[config.mk]
export PLATFORM = sky130hd
export DESIGN_NAME = irq_dispatch
export DESIGN_NICKNAME = d
export VERILOG_FILES = /design/src/rtl/irq_dispatch_pkg.sv /design/src/rtl/irq_arbiter.sv /design/src/rtl/irq_ctrl_regs.sv /design/src/rtl/irq_dispatch.sv
export SDC_FILE = /design/constraint.sdc
export NUM_CORES = 1
export LEC_CHECK = 0
export BUFFER_PORTS_ARGS = -buffer_cell sky130_fd_sc_hd__buf_2
export CORE_UTILIZATION = 48
export DETAILED_ROUTE_END_ITERATION = 16
export GPL_ROUTABILITY_DRIVEN = 0
export GPL_TIMING_DRIVEN = 0
export PLACE_DENSITY = 0.81
export SLEW_MARGIN = 15
export SYNTH_ARGS = -nofsm -noshare
export SYNTH_HDL_FRONTEND = slang
export SYNTH_HIERARCHICAL = 1
export SYNTH_SLANG_ARGS = --single-unit
[constraint.sdc]
create_clock -name clk -period 3.2 [get_ports clk]
set_input_delay 0.48 -clock clk [delete_from_list [all_inputs] [get_ports clk]]
set_output_delay 0.48 -clock clk [all_outputs]
set_load 0.01 [all_outputs]
[src/rtl/irq_dispatch_pkg.sv]
package irq_dispatch_pkg;

    typedef enum logic [2:0] {
        ST_READY,
        ST_PUSH_HI,
        ST_PUSH_LO,
        ST_VECTOR,
        ST_RESUME,
        ST_SLEEP
    } disp_state_t;

    // enable-byte bit used by source number src; bit 3 is skipped
    function automatic int unsigned mask_bit(input int unsigned src);
        return (src >= 3) ? src + 1 : src;
    endfunction

    // vector address divided by 8: 0x40 base plus 8 per enable bit
    function automatic logic [4:0] vec_index(input int unsigned src);
        return 5'(8 + mask_bit(src));
    endfunction

endpackage

[src/rtl/irq_arbiter.sv]
module irq_arbiter
    import irq_dispatch_pkg::*;
#(
    parameter int NSRC = 4,
    parameter int IEW  = 8,
    localparam int IW  = (NSRC > 1) ? $clog2(NSRC) : 1
) (
    input  logic [NSRC-1:0] req_i,
    input  logic [IEW-1:0]  ie_i,
    output logic            any_o,
    output logic [IW-1:0]   win_o,
    output logic [NSRC-1:0] onehot_o
);

    logic [NSRC-1:0] elig;

    generate
        for (genvar g = 0; g < NSRC; g++) begin : g_elig
            assign elig[g] = req_i[g] & ie_i[mask_bit(g)];
        end
    endgenerate

    // lowest index wins: scan downward so the last hit is the highest priority
    always_comb begin
        any_o    = |elig;
        win_o    = '0;
        onehot_o = '0;
        for (int i = NSRC - 1; i >= 0; i--) begin
            if (elig[i]) begin
                win_o    = IW'(i);
                onehot_o = NSRC'(1) << i;
            end
        end
    end

endmodule

[src/rtl/irq_ctrl_regs.sv]
module irq_ctrl_regs (
    input  logic clk,
    input  logic rst_n,
    input  logic ime_set,
    input  logic ime_clr,
    input  logic halt_set,
    input  logic halt_clr,
    output logic ime_q,
    output logic halted_q
);

    always_ff @(posedge clk or negedge rst_n) begin
        if (!rst_n) begin
            ime_q <= 1'b0;
        end else if (ime_clr) begin
            ime_q <= 1'b0;
        end else if (ime_set) begin
            ime_q <= 1'b1;
        end
    end

    always_ff @(posedge clk or negedge rst_n) begin
        if (!rst_n) begin
            halted_q <= 1'b0;
        end else if (halt_clr) begin
            halted_q <= 1'b0;
        end else if (halt_set) begin
            halted_q <= 1'b1;
        end
    end

endmodule

[src/rtl/irq_dispatch.sv]
module irq_dispatch
    import irq_dispatch_pkg::*;
#(
    parameter int BW            = 8,
    parameter int NSRC          = 4,
    parameter int IEW           = 8,
    parameter int CW            = 8,
    parameter int COST_DISPATCH = 24,
    parameter int COST_SLEEP    = 4,
    localparam int AW           = 2 * BW,
    localparam int IW           = (NSRC > 1) ? $clog2(NSRC) : 1
) (
    input  logic            clk,
    input  logic            rst_n,
    input  logic            boundary_i,
    input  logic [NSRC-1:0] req_i,
    input  logic [IEW-1:0]  ie_i,
    input  logic            ime_set_i,
    input  logic            ime_clr_i,
    input  logic            halt_i,
    input  logic [AW-1:0]   pc_i,
    input  logic [AW-1:0]   sp_i,
    output logic [AW-1:0]   mem_addr_o,
    output logic [BW-1:0]   mem_data_o,
    output logic            mem_we_o,
    output logic [NSRC-1:0] ack_o,
    output logic            done_o,
    output logic [4:0]      vec_idx_o,
    output logic [AW-1:0]   pc_o,
    output logic [AW-1:0]   sp_o,
    output logic            resume_o,
    output logic            sleep_o,
    output logic [CW-1:0]   cost_o,
    output logic            ime_o,
    output logic            halted_o
);

    disp_state_t     state_q, state_d;
    logic            any_elig;
    logic [IW-1:0]   win_idx;
    logic [NSRC-1:0] win_onehot;
    logic [IW-1:0]   src_q;
    logic [NSRC-1:0] src_onehot_q;
    logic [AW-1:0]   ret_pc_q;
    logic [AW-1:0]   sp_q;
    logic            take;
    logic            at_ready;
    logic [4:0]      idx_lut [NSRC];

    irq_arbiter #(.NSRC(NSRC), .IEW(IEW)) u_arb (
        .req_i    (req_i),
        .ie_i     (ie_i),
        .any_o    (any_elig),
        .win_o    (win_idx),
        .onehot_o (win_onehot)
    );

    assign at_ready = (state_q == ST_READY);
    assign take     = at_ready && boundary_i && ime_o && any_elig;

    irq_ctrl_regs u_regs (
        .clk      (clk),
        .rst_n    (rst_n),
        .ime_set  (at_ready && !boundary_i && ime_set_i),
        .ime_clr  (take || (at_ready && !boundary_i && ime_clr_i)),
        .halt_set (at_ready && !boundary_i && halt_i),
        .halt_clr (at_ready && boundary_i && any_elig),
        .ime_q    (ime_o),
        .halted_q (halted_o)
    );

    generate
        for (genvar g = 0; g < NSRC; g++) begin : g_lut
            assign idx_lut[g] = vec_index(g);
        end
    endgenerate

    // state register and dispatch context
    always_ff @(posedge clk or negedge rst_n) begin
        if (!rst_n) begin
            state_q      <= ST_READY;
            src_q        <= '0;
            src_onehot_q <= '0;
            ret_pc_q     <= '0;
            sp_q         <= '0;
        end else begin
            state_q <= state_d;
            if (take) begin
                src_q        <= win_idx;
                src_onehot_q <= win_onehot;
                ret_pc_q     <= pc_i;
                sp_q         <= sp_i;
            end
        end
    end

    // next state
    always_comb begin
        state_d = state_q;
        unique case (state_q)
            ST_READY: begin
                if (boundary_i) begin
                    if (ime_o && any_elig) begin
                        state_d = ST_PUSH_HI;
                    end else if (halted_o && !any_elig) begin
                        state_d = ST_SLEEP;
                    end else begin
                        state_d = ST_RESUME;
                    end
                end
            end
            ST_PUSH_HI: state_d = ST_PUSH_LO;
            ST_PUSH_LO: state_d = ST_VECTOR;
            ST_VECTOR:  state_d = ST_READY;
            ST_RESUME:  state_d = ST_READY;
            ST_SLEEP:   state_d = ST_READY;
            default:    state_d = ST_READY;
        endcase
    end

    // Moore outputs
    always_comb begin
        mem_addr_o = '0;
        mem_data_o = '0;
        mem_we_o   = 1'b0;
        ack_o      = '0;
        done_o     = 1'b0;
        vec_idx_o  = '0;
        pc_o       = '0;
        sp_o       = '0;
        resume_o   = 1'b0;
        sleep_o    = 1'b0;
        cost_o     = '0;
        unique case (state_q)
            ST_READY: ;
            ST_PUSH_HI: begin
                mem_we_o   = 1'b1;
                mem_addr_o = sp_q - AW'(1);
                mem_data_o = ret_pc_q[AW-1:BW];
                ack_o      = src_onehot_q;
            end
            ST_PUSH_LO: begin
                mem_we_o   = 1'b1;
                mem_addr_o = sp_q - AW'(2);
                mem_data_o = ret_pc_q[BW-1:0];
            end
            ST_VECTOR: begin
                done_o    = 1'b1;
                vec_idx_o = idx_lut[src_q];
                pc_o      = AW'({idx_lut[src_q], 3'b000});
                sp_o      = sp_q - AW'(2);
                cost_o    = CW'(COST_DISPATCH);
            end
            ST_RESUME: begin
                resume_o = 1'b1;
            end
            ST_SLEEP: begin
                sleep_o = 1'b1;
                cost_o  = CW'(COST_SLEEP);
            end
            default: ;
        endcase
    end

endmodule

Yosys cells after proc, flatten, opt, wreduce, memory -nomap -nowiden:

Index checks and enable logic that the tools add are counted.

* register bits after elaboration: 43
* input port bits: 50
* output and inout port bits: 79
* logic and storage cells: 69

* add/sub/neg operators: 2
* $lt $le $gt $ge: 1
* equality and inequality tests: 6
* multiplexer cells: 30
* bitwise operators: 5
* reduce and logical (&&, ||, !) cells: 18

Operators with widths (count)
* $pmux W16 S2: 1
* $mux W4: 5
* $mux W16: 1
* $pmux W8 S2: 1
* $sub A16 B1 Y16 const B: 1
* $sub A16 B2 Y16 const B: 1
* $mux W5: 3
* $bmux W5 S2: 1
* $logic_and A1 B1 Y1: 10
* $pmux W5 S2: 1
* $mux W1: 9
* $pmux W3 S3: 1
* $mux W2: 4
* $mux W8: 1
* $eq A3 B2 Y1 const B: 2
* $eq A3 B3 Y1 const B: 2
* $mux W3: 2
* $and A1 B1 Y1: 4
* $reduce_bool A2 Y1: 2
* $reduce_or A4 Y1: 1
* $eq A3 B1 Y1 const B: 1
* $ge A3 B3 Y1 const B: 1
* $logic_not A3 Y1: 1
* $not A2 Y3: 1
* other kinds (4): 5

Depth between registers and ports, before layout:

* depth in word-level cells: 8
* mapped depth: 8
* mapped depth without buffers: 6

Cells and area by module:

Netlist, hierarchy kept.

Modules (own cells, without submodules)
* irq_dispatch: instances 1, cells an instance 275, area an instance 2735.1 um^2, seq. area each 1026.0 um^2
* irq_arbiter: instances 1, cells an instance 13, area an instance 73.8 um^2, seq. area each 0.0 um^2
* irq_ctrl_regs: instances 1, cells an instance 4, area an instance 70.1 um^2, seq. area each 50.0 um^2

Worst setup path before layout:

No wires, ideal clock.

* kind: register to output
* start point: register sp_q[2]
* end point: output port mem_addr_o[15]
* arrival: 2.184 ns
* data required time: 2.720 ns
* setup slack: 0.536 ns
* cell stages (with the launch flop): 9
* buffers on the path: 2
* path through: dfrtp_1 clkbuf_1 inv_1 ha_1 or4b_4 buf_6 nor4b_4 a21oi_1 a311oi_1

* longest elaborated chain between the ends: 2
* elaborated cells on any way between the ends: 3
* classes of those cells: add/sub: 2; mux: 1

RTL lines
* from (decl): line irq_dispatch.sv:45 `logic [AW-1:0] sp_q;`
* from (signal assigned): line irq_dispatch.sv:92 `sp_q <= sp_i;`
* $sub A16 B2 Y16 or $sub A16 B1 Y16 (tied branches): line irq_dispatch.sv:144, irq_dispatch.sv:138
* $pmux W16 S2 *: line irq_dispatch.sv:134 `unique case (state_q)`
* to (decl): line irq_dispatch.sv:23 `output logic [AW-1:0] mem_addr_o,`

Mark *: on every way between the ends. The rest lies on a longest branch, timed or not.

Worst setup path after layout:

Same ends and word-level chain as after synthesis.

==> flow_metrics.py <==
metrics = {
    "clock_network": {
        "cts_inserted_buffers": 5,
        "clock_latency_ns": 0.30,
        "cts_hold_buf": 0,
        "cts_buffer_depth": 2,
        "cts_root_buffer": "clkbuf_8",
        "path_clk_slew_ns": 0.08,
        "clock_sinks": 43,
        "cts_tree": "yes",
        "htreeDepth": 2,
    },
    "floorplanning": {
        "row_count": 27,
        "ios": 129,
        "die_h_um": 79.45,
        "die_w_um": 79.45,
        "start_util_pct": 51.03,
        "dieArea_um2": 6312,
        "core_um2": 5642,
    },
    "synthesis": {
        "syn-cell-area_um2": 2879,
        "yosysTopAreaCellShare_pct": 37.38,
        "synthTopCellsByArea": "dfrtp_1 (37%), mux2_2 (15%), buf_4 (6.8%)",
        "synth_top_family_by_area": "simple AND/OR/NAND/NOR gates",
        "ys.warnings.count": 6,
        "synth_xor_area_share_pct": 4.259,
        "synth-edff-count": 0,
        "synth_cell_types": 51,
        "yosysSeqAreaShare_pct": 37.38,
        "synth_fa_ha_area_share_pct": 1.304,
        "yosys.area.top_type": "dfrtp_1",
        "yosys_register_bits": 43,
        "syn_area_per_cell_um2": 9.860,
        "synth_compound_area_share_pct": 12.08,
        "syn-instance-count": 292,
        "synth_simple_gate_area_share_pct": 18.86,
        "synthMuxAreaShare_pct": 14.86,
        "synthFlopType": "dfrtp_1",
        "async_flop_share_pct": 100.0,
    },
    "sta": {
        "final.min_clock_period_ns": 3.045,
        "worst_clock_skew_ns": 0.01103,
        "fin_crit_sh_pct": 95.16,
        "worstMarginPinSlew_ns": 0.9489,
        "finalHoldViolations": 0,
        "slew_headroom_pct": 36.74,
        "rsz0062_at_grt": "no",
        "setup_viol": 0,
        "drv_slew": 0,
        "fin_tns_setup_ns": 0,
        "fmax_mhz": 328.4,
    },
    "drt": {
        "wl_per_cell_um": 14.30,
        "drt-pass1-iter-count": 4,
        "viasPerCell": 5.246,
        "drcViolationCount": 0,
        "vias": 2602,
        "drtIter0Drc": 144,
        "routed_wl_mm": 7.091,
        "final_antenna_net_count": 0,
    },
    "worst_hold_path": {
        "min_path_type": "in2async",
    },
    "global_routing": {
        "grtUsageTotal_pct": 23.29,
        "grt_pass1_vias": 2510,
        "grt_pass1_wl_mm": 11.48,
        "antenna_found_initial": 0,
        "overflow": 0,
        "grt_max_degree": 44,
    },
    "final_layout": {
        "seqCellArea_um2": 1076,
        "drive_above_1_share_pct": 47.17,
        "fill_cells": 512,
        "multi_input_area_um2": 1562,
        "syn_to_final_growth_pct": 28.64,
        "diodes": 0,
        "fin_nets": 476,
    },
    "worst_setup_path": {
        "worstSetupEndpointType": "output pin",
        "worstSetupStartpointType": "flop",
        "critPathKind": "reg2out",
        "path_max_fanout": 6,
        "cp.arrival_ns": 2.57,
        "reg2regPathDepth": 6,
        "critical_path_required_ns": 2.72,
    },
    "pwr": {
        "power_density_nw_per_um2": 925.1,
        "p_total_uw": 3426,
        "ir_drop_v": 0.0004669,
        "p_leak_uw": 0.001904,
    },
    "run_status": {
        "status": "finished clean",
    },
    "job": {
        "maxCapViolations": 0,
    },
    "placement": {
        "dp_hpwl_mm": 5.434,
        "io_buffers": 106,
    },
}
==> critical path: stages, from the launching register on <==
cell and delay (ns):
dfrtp_1 0.37, clkbuf_1 0.17, inv_1 0.11, ha_2 0.23, or4b_4 0.47, buf_6 0.16
nor4b_4 0.23, a21oi_1 0.10, a311oi_1 0.26, buf_2 0.18
==> layer usage <==
layer | GRT usage [%] | wire length [µm] | up-vias
li1 | - | - | 1257
met1 | 29.24 | 3042 | 1233
met2 | 40.00 | 3500 | 105
met3 | 5.143 | 478 | 7
met4 | 6.545 | 70 | 0
met5 | 0 | 0 | -
==> power by group <==
group	total (µW)	switching (µW)	leakage [µW]	internal (µW)
clock network	443	190	0.0000612	253
logic	1980	1070	0.00131	902
registers	1010	203	0.000529	804
total	3430	1470	0.00190	1960
==> stage by stage <==
stage | hold slack [ns] | area, µm² | cells | setup WS [ns] | util (%)
after floorplan | 0.1844 | 2943 | 309 | 0.5364 | -
after global placement | 0.4837 | 3563 | 487 | 0.3839 | 63.16
after detailed placement | 0.4913 | 3563 | 487 | 0.3148 | 63.16
after CTS | 0.3556 | 3684 | 495 | 0.02901 | 65.29
after global routing | 0.4080 | 3704 | 496 | 0.003736 | 65.65
final | 0.3267 | 3704 | 496 | 0.1550 | 65.65
==> path summary, 6_finish.rpt <==
path	from	endpoint	slack [ns]
max	sp_q[2]	mem_addr_o[15]	0.15
min	rst_n	ret_pc_q[8]	0.33
max reg2reg	state_q[1]	ret_pc_q[6]	1.18
min reg2reg	u_regs/ime_q	state_q[2]	0.51
max in group asynchronous	rst_n	sp_q[5]	2.28
min in group clk	sp_i[11]	sp_q[11]	0.41
==> logic make-up (layout without fill, tap and decap cells) <==
family | count (synthesis) | count (layout)
mux | 38 | 38
buf+inv | 54 | 169
other cells | 1 | 18
flops | 43 | 43
simple gates | 91 | 91
fa+ha+maj | 3 | 3
compound gates | 48 | 48
xor+xnor | 14 | 14
==> repair_timing <==
| item | in CTS | in global routing |
|---|---|---|
| gates cloned | 0 | 0 |
| gates resized for setup | 1 | 2 |
| setup endpoints to repair | 1 | 6 |
| pin swaps | 0 | 3 |
| setup buffers | 0 | 1 |
==> registers in the layout, indices dropped and copies added, names as in the netlist <==
name and count:
sp_q 16, u_regs/ime_q 1, src_q 2, state_q 3
src_onehot_q 4, ret_pc_q 16, u_regs/halted_q 1
==> Yosys cell counts (5+ instances only) <==
| cell type | n |
|---|---|
| dfrtp_1 | 43 |
| mux2_2 | 38 |
| nor2_1 | 27 |
| buf_4 | 26 |
| a21oi_1 | 12 |
| a22o_1 | 10 |
| clkbuf_1 | 10 |
| nand2_1 | 10 |
| xnor2_1 | 9 |
| inv_1 | 8 |
| a311oi_1 | 7 |
| and2_1 | 6 |
| nor4_1 | 6 |
| nand3_1 | 5 |
| nor3_1 | 5 |
| nor3b_1 | 5 |
| xor2_1 | 5 |
==> cells in the final DEF, fill, tap and decap left out, drive strengths merged, types with 2 or more instances in the layout <==
cell type    n
a21oi       13
clkbuf      16
xnor2        9
nor3b        6
a21o         3
conb        18
a311oi       7
nand3        6
xor2         5
and3         2
nand3b       2
buf        143
o21ba        2
and2         6
inv          8
nand4        4
a22o        10
mux2        38
ha           3
nor4b        2
o22ai        3
nor3         7
nor2        27
dfrtp       43
nand2       14
o21ai        4
nor4         7
==> layout make-up <==
class	instances	share of cell area (%)
inverters	8	0.8108
repair buffers	107	14.53
flip-flops and latches	43	29.05
well taps	72	2.432
clock buffers	6	2.230
clock inverters	2	0.9459
plain buffers	46	7.838
multi-input cells	212	42.16
(Power assumes the default switching activity.)
